--- src/rtl/rstx_pkg.sv ---
// Shared types for the serial result transmitter.
// Assumes: one package per block, imported by every submodule.
package rstx_pkg;
    // Conversion / transfer control state
    typedef enum logic [1:0] {
        ST_IDLE = 2'd0,
        ST_CONV = 2'd1,
        ST_SEND = 2'd2
    } ctl_state_e;

    // Phases of one serial bit
    typedef enum logic [1:0] {
        PH_SETUP = 2'd0,
        PH_HIGH  = 2'd1,
        PH_HOLD  = 2'd2
    } bit_phase_e;

    localparam int unsigned PHASES_PER_BIT = 3;
endpackage

--- src/rtl/rstx_phase_div.sv ---
// Clock-enable divider: while run is high it emits one tick every
// max(div_cfg,1) cycles. It restarts from zero whenever run is low.
// Assumes: div_cfg is stable while run is high.
module rstx_phase_div #(
    parameter int unsigned DIV_W = 8
) (
    input  logic             clk,
    input  logic             rst_n,
    input  logic             run,
    input  logic [DIV_W-1:0] div_cfg,
    output logic             tick
);
    logic [DIV_W-1:0] cnt_q;
    logic             at_end;

    // End of phase: the count reached div_cfg-1 (a setting of 0 counts as 1)
    assign at_end = (div_cfg == '0) ? 1'b1 : (cnt_q == div_cfg - 1'b1);
    assign tick   = run && at_end;

    // Phase counter, cleared when idle or at the end of a phase
    always_ff @(posedge clk) begin
        if (!rst_n)               cnt_q <= '0;
        else if (!run || at_end)  cnt_q <= '0;
        else                      cnt_q <= cnt_q + 1'b1;
    end
endmodule

--- src/rtl/rstx_shifter.sv ---
// Frame sequencer: on load it captures a word and sends it MSB first.
// Each bit takes three ticks: setup (clock low), high, hold (clock low).
// Assumes: load is not asserted while a frame is active.
module rstx_shifter
    import rstx_pkg::*;
#(
    parameter int unsigned WORD_W = 16
) (
    input  logic              clk,
    input  logic              rst_n,
    input  logic              load,
    input  logic [WORD_W-1:0] load_word,
    input  logic              tick,
    output logic              active,
    output logic              sclk,
    output logic              data,
    output logic              done
);
    localparam int unsigned CNT_W = $clog2(WORD_W);

    logic [WORD_W-1:0] sreg_q;
    logic [CNT_W-1:0]  bit_q;
    bit_phase_e        ph_q;
    logic              last_bit;

    assign last_bit = (bit_q == CNT_W'(WORD_W - 1));
    assign done     = active && tick && (ph_q == PH_HOLD) && last_bit;
    assign sclk     = active && (ph_q == PH_HIGH);
    assign data     = active && sreg_q[WORD_W-1];

    // Load the word, then step through phases and bits on each tick
    always_ff @(posedge clk) begin
        if (!rst_n) begin
            active <= 1'b0;
            sreg_q <= '0;
            bit_q  <= '0;
            ph_q   <= PH_SETUP;
        end else if (load) begin
            active <= 1'b1;
            sreg_q <= load_word;
            bit_q  <= '0;
            ph_q   <= PH_SETUP;
        end else if (active && tick) begin
            case (ph_q)
                PH_SETUP: ph_q <= PH_HIGH;
                PH_HIGH:  ph_q <= PH_HOLD;
                default: begin
                    if (last_bit) begin
                        active <= 1'b0;
                    end else begin
                        ph_q   <= PH_SETUP;
                        bit_q  <= bit_q + 1'b1;
                        sreg_q <= {sreg_q[WORD_W-2:0], 1'b0};
                    end
                end
            endcase
        end
    end
endmodule

--- src/rtl/rstx_busy_ctrl.sv ---
// Conversion control: owns busy and the stored result, and decides when
// a frame starts and which word it carries, according to the mode.
// Assumes: strobes are one cycle wide; the mode changes only while no
// frame is active.
module rstx_busy_ctrl
    import rstx_pkg::*;
#(
    parameter int unsigned WORD_W = 16
) (
    input  logic              clk,
    input  logic              rst_n,
    input  logic              conv_start,
    input  logic              conv_done,
    input  logic [WORD_W-1:0] conv_word,
    input  logic              mode_during,
    input  logic              xfer_active,
    input  logic              xfer_done,
    output logic              busy,
    output logic              mode_q,
    output logic              load,
    output logic [WORD_W-1:0] load_word
);
    ctl_state_e        st_q;
    logic [WORD_W-1:0] result_q;

    assign busy = (st_q != ST_IDLE);

    // Frame trigger and word select for both modes
    always_comb begin
        load      = 1'b0;
        load_word = result_q;
        if (st_q == ST_IDLE && conv_start && mode_during && !xfer_active) begin
            load = 1'b1;
        end else if (st_q == ST_CONV && conv_done && !mode_q) begin
            load      = 1'b1;
            load_word = conv_word;
        end
    end

    // State, latched mode and stored result
    always_ff @(posedge clk) begin
        if (!rst_n) begin
            st_q     <= ST_IDLE;
            mode_q   <= 1'b0;
            result_q <= '0;
        end else begin
            case (st_q)
                ST_IDLE: if (conv_start) begin
                    st_q   <= ST_CONV;
                    mode_q <= mode_during;
                end
                ST_CONV: if (conv_done) begin
                    result_q <= conv_word;
                    st_q     <= mode_q ? ST_IDLE : ST_SEND;
                end
                default: if (xfer_done) st_q <= ST_IDLE;
            endcase
        end
    end
endmodule

--- src/rtl/result_serial_master.sv ---
// Top of the self-clocked serial result transmitter: busy control,
// phase divider and frame sequencer, plus output polarity selection.
// Assumes: configuration inputs change only while busy is low and no
// frame is active.
module result_serial_master #(
    parameter int unsigned WORD_W = 16,
    parameter int unsigned DIV_W  = 8
) (
    input  logic              clk,
    input  logic              rst_n,
    input  logic [DIV_W-1:0]  cfg_div,
    input  logic              cfg_read_during,
    input  logic              cfg_inv_sclk,
    input  logic              cfg_inv_sync,
    input  logic              conv_start,
    input  logic              conv_done,
    input  logic [WORD_W-1:0] conv_result,
    output logic              busy,
    output logic              ser_clk,
    output logic              ser_sync,
    output logic              ser_data
);
    logic              xfer_active;
    logic              xfer_done;
    logic              tick;
    logic              sclk_raw;
    logic              data_raw;
    logic              mode_q;
    logic              load;
    logic [WORD_W-1:0] load_word;

    rstx_busy_ctrl #(.WORD_W(WORD_W)) ctl_i (
        .clk         (clk),
        .rst_n       (rst_n),
        .conv_start  (conv_start),
        .conv_done   (conv_done),
        .conv_word   (conv_result),
        .mode_during (cfg_read_during),
        .xfer_active (xfer_active),
        .xfer_done   (xfer_done),
        .busy        (busy),
        .mode_q      (mode_q),
        .load        (load),
        .load_word   (load_word)
    );

    rstx_phase_div #(.DIV_W(DIV_W)) div_i (
        .clk     (clk),
        .rst_n   (rst_n),
        .run     (xfer_active),
        .div_cfg (cfg_div),
        .tick    (tick)
    );

    rstx_shifter #(.WORD_W(WORD_W)) shf_i (
        .clk       (clk),
        .rst_n     (rst_n),
        .load      (load),
        .load_word (load_word),
        .tick      (tick),
        .active    (xfer_active),
        .sclk      (sclk_raw),
        .data      (data_raw),
        .done      (xfer_done)
    );

    // Output polarity selection
    assign ser_clk  = sclk_raw ^ cfg_inv_sclk;
    assign ser_sync = xfer_active ^ cfg_inv_sync;
    assign ser_data = data_raw;
endmodule

--- config.mk ---
export PLATFORM = sky130hd
export DESIGN_NAME = result_serial_master
export DESIGN_NICKNAME = d
export VERILOG_FILES = /design/src/rtl/rstx_pkg.sv /design/src/rtl/rstx_phase_div.sv /design/src/rtl/rstx_shifter.sv /design/src/rtl/rstx_busy_ctrl.sv /design/src/rtl/result_serial_master.sv
export SDC_FILE = /design/constraint.sdc
export NUM_CORES = 1
export LEC_CHECK = 0
export BUFFER_PORTS_ARGS = -buffer_cell sky130_fd_sc_hd__buf_4
export CAP_MARGIN = 20
export CORE_AREA = 2 2 72 91
export CTS_CLUSTER_DIAMETER = 40
export CTS_CLUSTER_SIZE = 30
export DETAILED_ROUTE_END_ITERATION = 12
export DIE_AREA = 0 0 74 93
export HOLD_SLACK_MARGIN = 0.02
export PLACE_DENSITY = 0.66
export RECOVER_POWER = 100
export SETUP_SLACK_MARGIN = 0.3
export SLEW_MARGIN = 20
export SYNTH_ARGS = -nofsm -noshare
export SYNTH_HDL_FRONTEND = slang
export SYNTH_SLANG_ARGS = --single-unit
export TNS_END_PERCENT = 1
--- constraint.sdc ---
create_clock -name clk -period 2.2 [get_ports clk]
set_clock_uncertainty 0.05 [all_clocks]
set_input_delay 0.33 -clock clk [delete_from_list [all_inputs] [get_ports clk]]
set_output_delay 0.33 -clock clk [all_outputs]
set_load 0.05 [all_outputs]
==> impl_metrics.csv, run 1 <==
group,metric,value,unit
timing,hold_viol_final,0,
power,swShare,0.2785,
worst_hold_path,hold_class,"input pin to flop",
timing,whs,0.2315,ns
die,start_util,0.4379,
yosys,synthesis.nets,362,
detailed_routing,ant_nets,0,
die,die_width,74,um
global_route,grt_pass1_vias,2256,
yosys,synth-main-ff-cell,"dfxtp_1",
clocking,htreeDepth,2,
timing,setup_violations,0,
die,rows,32,
clocking,clock_latency,0.30,ns
power,p_int,1333,uW
power,vdd_drop_max,0.4403,mV
placement,io_buffers,34,
global_route,grt_max_degree,38,
clocking,cts_tree,"yes",
setup_path,cp.arrival,2.22,ns
power,power.switching,514.3,uW
run_status,status,"finished clean",
detailed_routing,vias_per_cell,5.037,
die,die_h,93,um
clocking,cts_sinks,50,
yosys,yosysWarnings,0,
placement,hpwl,4.036,mm
clocking,path_clk_slew,0.09,ns
setup_path,path_class,"input pin to flop",
yosys,ys_seq_area_frac,0.3781,
setup_path,r2r_slack,0.15,ns
yosys,synth_cell_types,43,
power,p_leak,0.001373,uW
setup_path,crit_required,2.35,ns
detailed_routing,drt_iter0_drc,107,
clocking,cts_root_buf,"clkbuf_8",
timing,post-route-min-period,2.074,ns
global_route,grt_pass1_wl,9.777,mm
detailed_routing,wl_per_cell,12.39,um
timing,min_period_over_period,0.9427,
power,p_per_area,559.4,nW/um2
placement,gp_congestion,0.7602,
timing,fmax,0.4822,GHz
finish,diodes,0,
global_route,grt.total_usage,0.1796,
die,ios,35,
detailed_routing,vias,2332,
setup_path,cp_max_fo,16,
yosys,synth_edf_count,0,
die,die-area,6882,um2
die,core_area,6046,um2
clocking,cts_hold_buf,0,
global_route,grt_overflow,0,
setup_path,startpoint_type,"input pin",
power,combinationalPowerShare,0.185,
timing,rsz0062_at_grt,"true",
finish,syn_to_final_growth,24.72,%
detailed_routing,routed_wl,5.738,mm
global_route,antenna_found_initial,0,
timing,worstMarginPinSlew,0.7710,ns
setup_path,cp-end-kind,"flop",
placement,placed_area,3188,um2
flow_run,cap_viol_max_count,0,
timing,drv_slew,0,
power,pwr-share-seq,0.512,
yosys,syn-cell-area,2648,um2
yosys,synthCells,327,
yosys,synthArstFlopShare,0,
detailed_routing,drc,0,
finish,finish.instance_area,3302,um2
power,pwr-share-clk,0.302,
clocking,cts_buffers,5,
finish,drive_gt1_frac,0.2302,
clocking,cts_buffer_depth,2,
yosys,synth-seq-cells,50,
timing,max_slew_margin,0.4860,
detailed_routing,dr.pass1.iters,4,
finish,nFillCells,595,
yosys,syn_avg_cell_area,8.096,um2
finish,nNetsFinal,412,
[layout make-up]
cell class	count	area, um2	area share
clock buffers	7	86.33	0.02615
clock inverters	1	5.005	0.001516
inverters	10	57.56	0.01743
multi-input cells	251	1613	0.4884
flip-flops and latches	50	1003	0.3039
well taps	85	106.4	0.03221
repair buffers	59	430.4	0.1304
[sequential cells by signal (all words and copies together) (netlist names)]
| name | count |
|---|---|
| ctl_i.result_q | 16 |
| shf_i.active | 1 |
| ctl_i.st_q | 2 |
| shf_i.ph_q | 2 |
| div_i.cnt_q | 8 |
| ctl_i.mode_q | 1 |
| shf_i.sreg_q | 16 |
| shf_i.bit_q | 4 |
[power groups by stage]
stage,Clock [uW],Sequential [uW],Combinational [uW]
after floorplan,0,965,211
after global placement,0,967,340
after detailed placement,0,968,344
after CTS,574,947,349
after global routing,614,951,375
final,558,947,342
[through the flow]
stage / TNS (ns) / util / total power (uW) / instances / setup slack [ns]
after global routing: 0 / 0.5462 / 1939 / 463 / 0.01108
after CTS: 0 / 0.5464 / 1869 / 463 / 0.1469
after global placement: -1.770 / 0.5273 / 1307 / 455 / -0.1936
final: 0 / 0.5462 / 1847 / 463 / 0.1262
after detailed placement: -2.204 / 0.5273 / 1312 / 455 / -0.2278
after floorplan: -0.008975 / - / 1176 / 327 / -0.008975
[worst max-delay path, cell delays in order]
cell	delay, ns
buf_4	0.15
inv_12	0.05
ha_4	0.15
nand3b_1	0.11
nand3_2	0.09
o21ai_2	0.07
a2111oi_4	0.51
o221a_4	0.29
a21oi_4	0.07
buf_12	0.16
a31o_2	0.24
[per-layer routing]
metal  up-vias  track usage  part of all wire
met5         -            0                 0
met4         0      0.05455            0.0091
met3         4      0.03341             0.043
met2        44       0.3132              0.50
met1      1074       0.2198              0.45
li1       1210            -                 -
[cell usage in the layout, fill, tap and decap left out, types with 3 or more instances in the layout]
| master | n |
|---|---|
| nand2_1 | 99 |
| buf_4 | 51 |
| dfxtp_1 | 48 |
| a21boi_0 | 18 |
| nor2_1 | 16 |
| a22oi_1 | 16 |
| mux2i_1 | 16 |
| xor2_1 | 10 |
| nand3_1 | 10 |
| inv_1 | 8 |
| clkbuf_1 | 7 |
| xnor2_1 | 6 |
| o21ai_0 | 6 |
| clkbuf_8 | 6 |
| a21oi_1 | 5 |
| and3_1 | 4 |
| nand3b_1 | 4 |
| ha_1 | 3 |
[final timing paths]
check                                     start                              to  depth (start not counted)
setup / recovery                     cfg_div[1]    shf_i.sreg_q[0]$_SDFFE_PN0P_                         11
hold / removal                   conv_result[9]  ctl_i.result_q[9]$_SDFFE_PN0P_                          3
hold reg to reg   shf_i.sreg_q[13]$_SDFFE_PN0P_   shf_i.sreg_q[13]$_SDFFE_PN0P_                          2
setup reg to reg      div_i.cnt_q[4]$_SDFF_PP0_    shf_i.sreg_q[0]$_SDFFE_PN0P_                          7
[synth_stat cells (4+ instances only)]
| cell | count | area [um2] |
|---|---|---|
| a21boi_0 | 18 | 135.1 |
| a21oi_1 | 6 | 30.03 |
| a22oi_1 | 16 | 120.1 |
| and3_1 | 4 | 25.02 |
| clkbuf_1 | 13 | 48.80 |
| dfxtp_1 | 50 | 1001 |
| ha_1 | 4 | 50.05 |
| inv_1 | 10 | 37.54 |
| mux2i_1 | 16 | 160.2 |
| nand2_1 | 99 | 371.6 |
| nand3_1 | 11 | 55.05 |
| nand3b_1 | 4 | 30.03 |
| nor2_1 | 17 | 63.81 |
| o21ai_0 | 7 | 35.03 |
| xnor2_1 | 7 | 61.31 |
| xor2_1 | 11 | 96.34 |
[kinds of logic after synthesis]
logic type	Yosys count	share of synthesized area
AO/OA/AOI/OAI	62	0.1834
flip-flops	50	0.3781
AND/OR/NAND/NOR	150	0.2514
XOR/XNOR	19	0.06569
adder cells (fa/ha/maj)	4	0.01890
buffers and inverters	26	0.04206
multiplexers	16	0.06049
[what timing repair did]
item,in CTS,in global routing
pin swaps,8,5
endpoints found under the setup margin,24,32
resized for setup,6,5
buffers inserted,0,0
No activity file was read; power rests on OpenSTA's default activity.
==> run 2: changes to the inputs <==
PLACE_DENSITY = 0.64   (was 0.66)
==> run 2 against run 1 <==
  * Die area unchanged
  * Global-route usage decreased by 0.068 points
  * Critical path type unchanged
  * Maximum frequency increased by 1.4%
  * Register-to-register slack improved by 0.02 ns
  * Largest power group unchanged
  * Clock power increased by 0.7%
==> impl_metrics.csv, run 2 (synthesis results as in run 1) <==
group,metric,value,unit
run_status,status,"finished clean",
detailed_routing,drc,0,
global_route,grt.total_usage,0.1789,
die,core_area,6046,um2
clocking,cts_buffer_depth,2,
placement,hpwl,4.077,mm
die,die_width,74,um
placement,io_buffers,34,
detailed_routing,drt_iter0_drc,72,
clocking,cts_sinks,50,
global_route,grt_overflow,0,
setup_path,path_class,"input pin to flop",
setup_path,cp-end-kind,"flop",
die,die-area,6882,um2
setup_path,crit_slowest_cell,"nor4_4",
setup_path,r2r_slack,0.17,ns
timing,post-route-min-period,2.046,ns
detailed_routing,vias_per_cell,5.017,
finish,final_cells,469,
detailed_routing,ant_nets,0,
setup_path,cp_slowest_stage_delay,0.33,ns
setup_path,path_cells,"buf_4, nor4_4, o21ai_1, a32oi_1, a21oi_4, o221a_4, a21oi_4, buf_12, mux2i_1",
placement,pre_cts_slack,-0.2715,ns
die,start_util,0.4379,
detailed_routing,vias,2353,
timing,rsz0062_at_grt,"true",
finish,syn_to_final_growth,30.15,%
clocking,path_clk_slew,0.09,ns
clocking,cts_root_buf,"clkbuf_8",
setup_path,critical-path-top-delay-family,"compound AO/OA/AOI/OAI gates",
global_route,antenna_found_initial,0,
finish,mostFrequentLayoutCells,"99 x nand2_1, 54 x buf_4, 47 x dfxtp_1",
timing,max_slew_margin,0.4939,
timing,hold_viol_final,0,
timing,min_period_over_period,0.9299,
die,ios,35,
timing,worstMarginPinSlew,0.7592,ns
global_route,grt_max_degree,31,
clocking,htreeDepth,2,
clocking,cts_buffers,5,
clocking,clock_latency,0.30,ns
setup_path,crit_top_cell,"a21oi_4",
placement,gp_congestion,0.7670,
finish,drive_gt1_frac,0.2630,
worst_hold_path,hold_class,"input pin to flop",
setup_path,startpoint_type,"input pin",
timing,final.setup.worst_slack,0.1543,ns
timing,drv_slew,0,
power,vdd_drop_max,0.4082,mV
global_route,grt_pass1_wl,9.798,mm
flow_run,cap_viol_max_count,0,
power,p_per_area,544.4,nW/um2
clocking,cts_tree,"yes",
finish,diodes,0,
setup_path,cp_max_fo,8,
setup_path,crit_required,2.37,ns
die,die_h,93,um
timing,setup_violations,0,
detailed_routing,dr.pass1.iters,4,
setup_path,critPathBufInv,2,
finish,nFillCells,590,
detailed_routing,routed_wl,5.742,mm
power,p_leak,0.001437,uW
finish,nNetsFinal,418,
finish,mostFrequentLayoutCell,"nand2_1",
finish,reg_top3,"ctl_i.result_q: 16 flops, shf_i.sreg_q: 16 flops, div_i.cnt_q: 8 flops",
placement,dpl.cell_count,455,
setup_path,cp.arrival,2.22,ns
detailed_routing,wl_per_cell,12.24,um
timing,fmax,0.4888,GHz
global_route,grt_pass1_vias,2287,
die,rows,32,
-- run 2: through the flow --
step | power [uW] | util | hold slack (ns) | setup TNS, ns | cell area, um2
2_1_floorplan | 1176 | - | 0.3834 | -0.008975 | 2706
3_3_place_gp | 1308 | 0.5273 | 0.3947 | -1.965 | 3188
3_5_place_dp | 1311 | 0.5273 | 0.4031 | -2.872 | 3188
4_1_cts | 1907 | 0.5712 | 0.2209 | 0 | 3453
5_1_grt | 1971 | 0.5700 | 0.2338 | 0 | 3446
6_report | 1876 | 0.5700 | 0.2285 | 0 | 3446
-- run 2: power breakdown --
| group | leakage, uW | internal [uW] | total [uW] | switching (uW) |
|---|---|---|---|---|
| logic | 0.000983 | 165 | 368 | 202 |
| registers | 0.000406 | 931 | 946 | 15.2 |
| clock network | 0.0000472 | 253 | 562 | 309 |
| total | 0.00144 | 1350 | 1880 | 526 |
-- run 2: layout make-up --
class | count | area (um2) | share of cell area
timing repair buffer | 65 | 518.0 | 0.1503
inverter | 10 | 57.56 | 0.01670
sequential | 50 | 1005 | 0.2916
clock buffer | 6 | 82.58 | 0.02397
tap | 85 | 106.4 | 0.03086
multi-input combinational | 251 | 1664 | 0.4829
clock inverter | 2 | 12.51 | 0.003631
-- run 2: worst paths after layout --
kind / cells after the start / to / start
worst max-delay path: 9 / shf_i.sreg_q[3]$_SDFFE_PN0P_ / cfg_div[3]
worst min register to register: 2 / ctl_i.result_q[11]$_SDFFE_PN0P_ / ctl_i.result_q[11]$_SDFFE_PN0P_
worst min-delay path: 3 / ctl_i.result_q[9]$_SDFFE_PN0P_ / conv_result[9]
worst max register to register: 9 / shf_i.bit_q[0]$_SDFFE_PP0P_ / div_i.cnt_q[3]$_SDFF_PP0_
-- run 2: repair_timing --
item                                    4_1_cts  5_1_grt
hold buffers                                  0        0
endpoints found under the setup margin       29       32
cloned                                        1        0
resized for setup                            21        3
buffers inserted                              5        0
pin swaps                                    19        2
-- run 2: tightest hold or removal path, cell delays in order --
cell and delay, ns:
buf_4 0.11, nand2_1 0.04, a21boi_0 0.06
-- run 2: metal layers --
metal | vias up | share of wire | global-route usage
li1 | 1226 | - | -
met1 | 1077 | 0.44 | 0.2104
met2 | 45 | 0.51 | 0.3229
met3 | 5 | 0.034 | 0.03017
met4 | 0 | 0.013 | 0.05606
met5 | - | 0 | 0
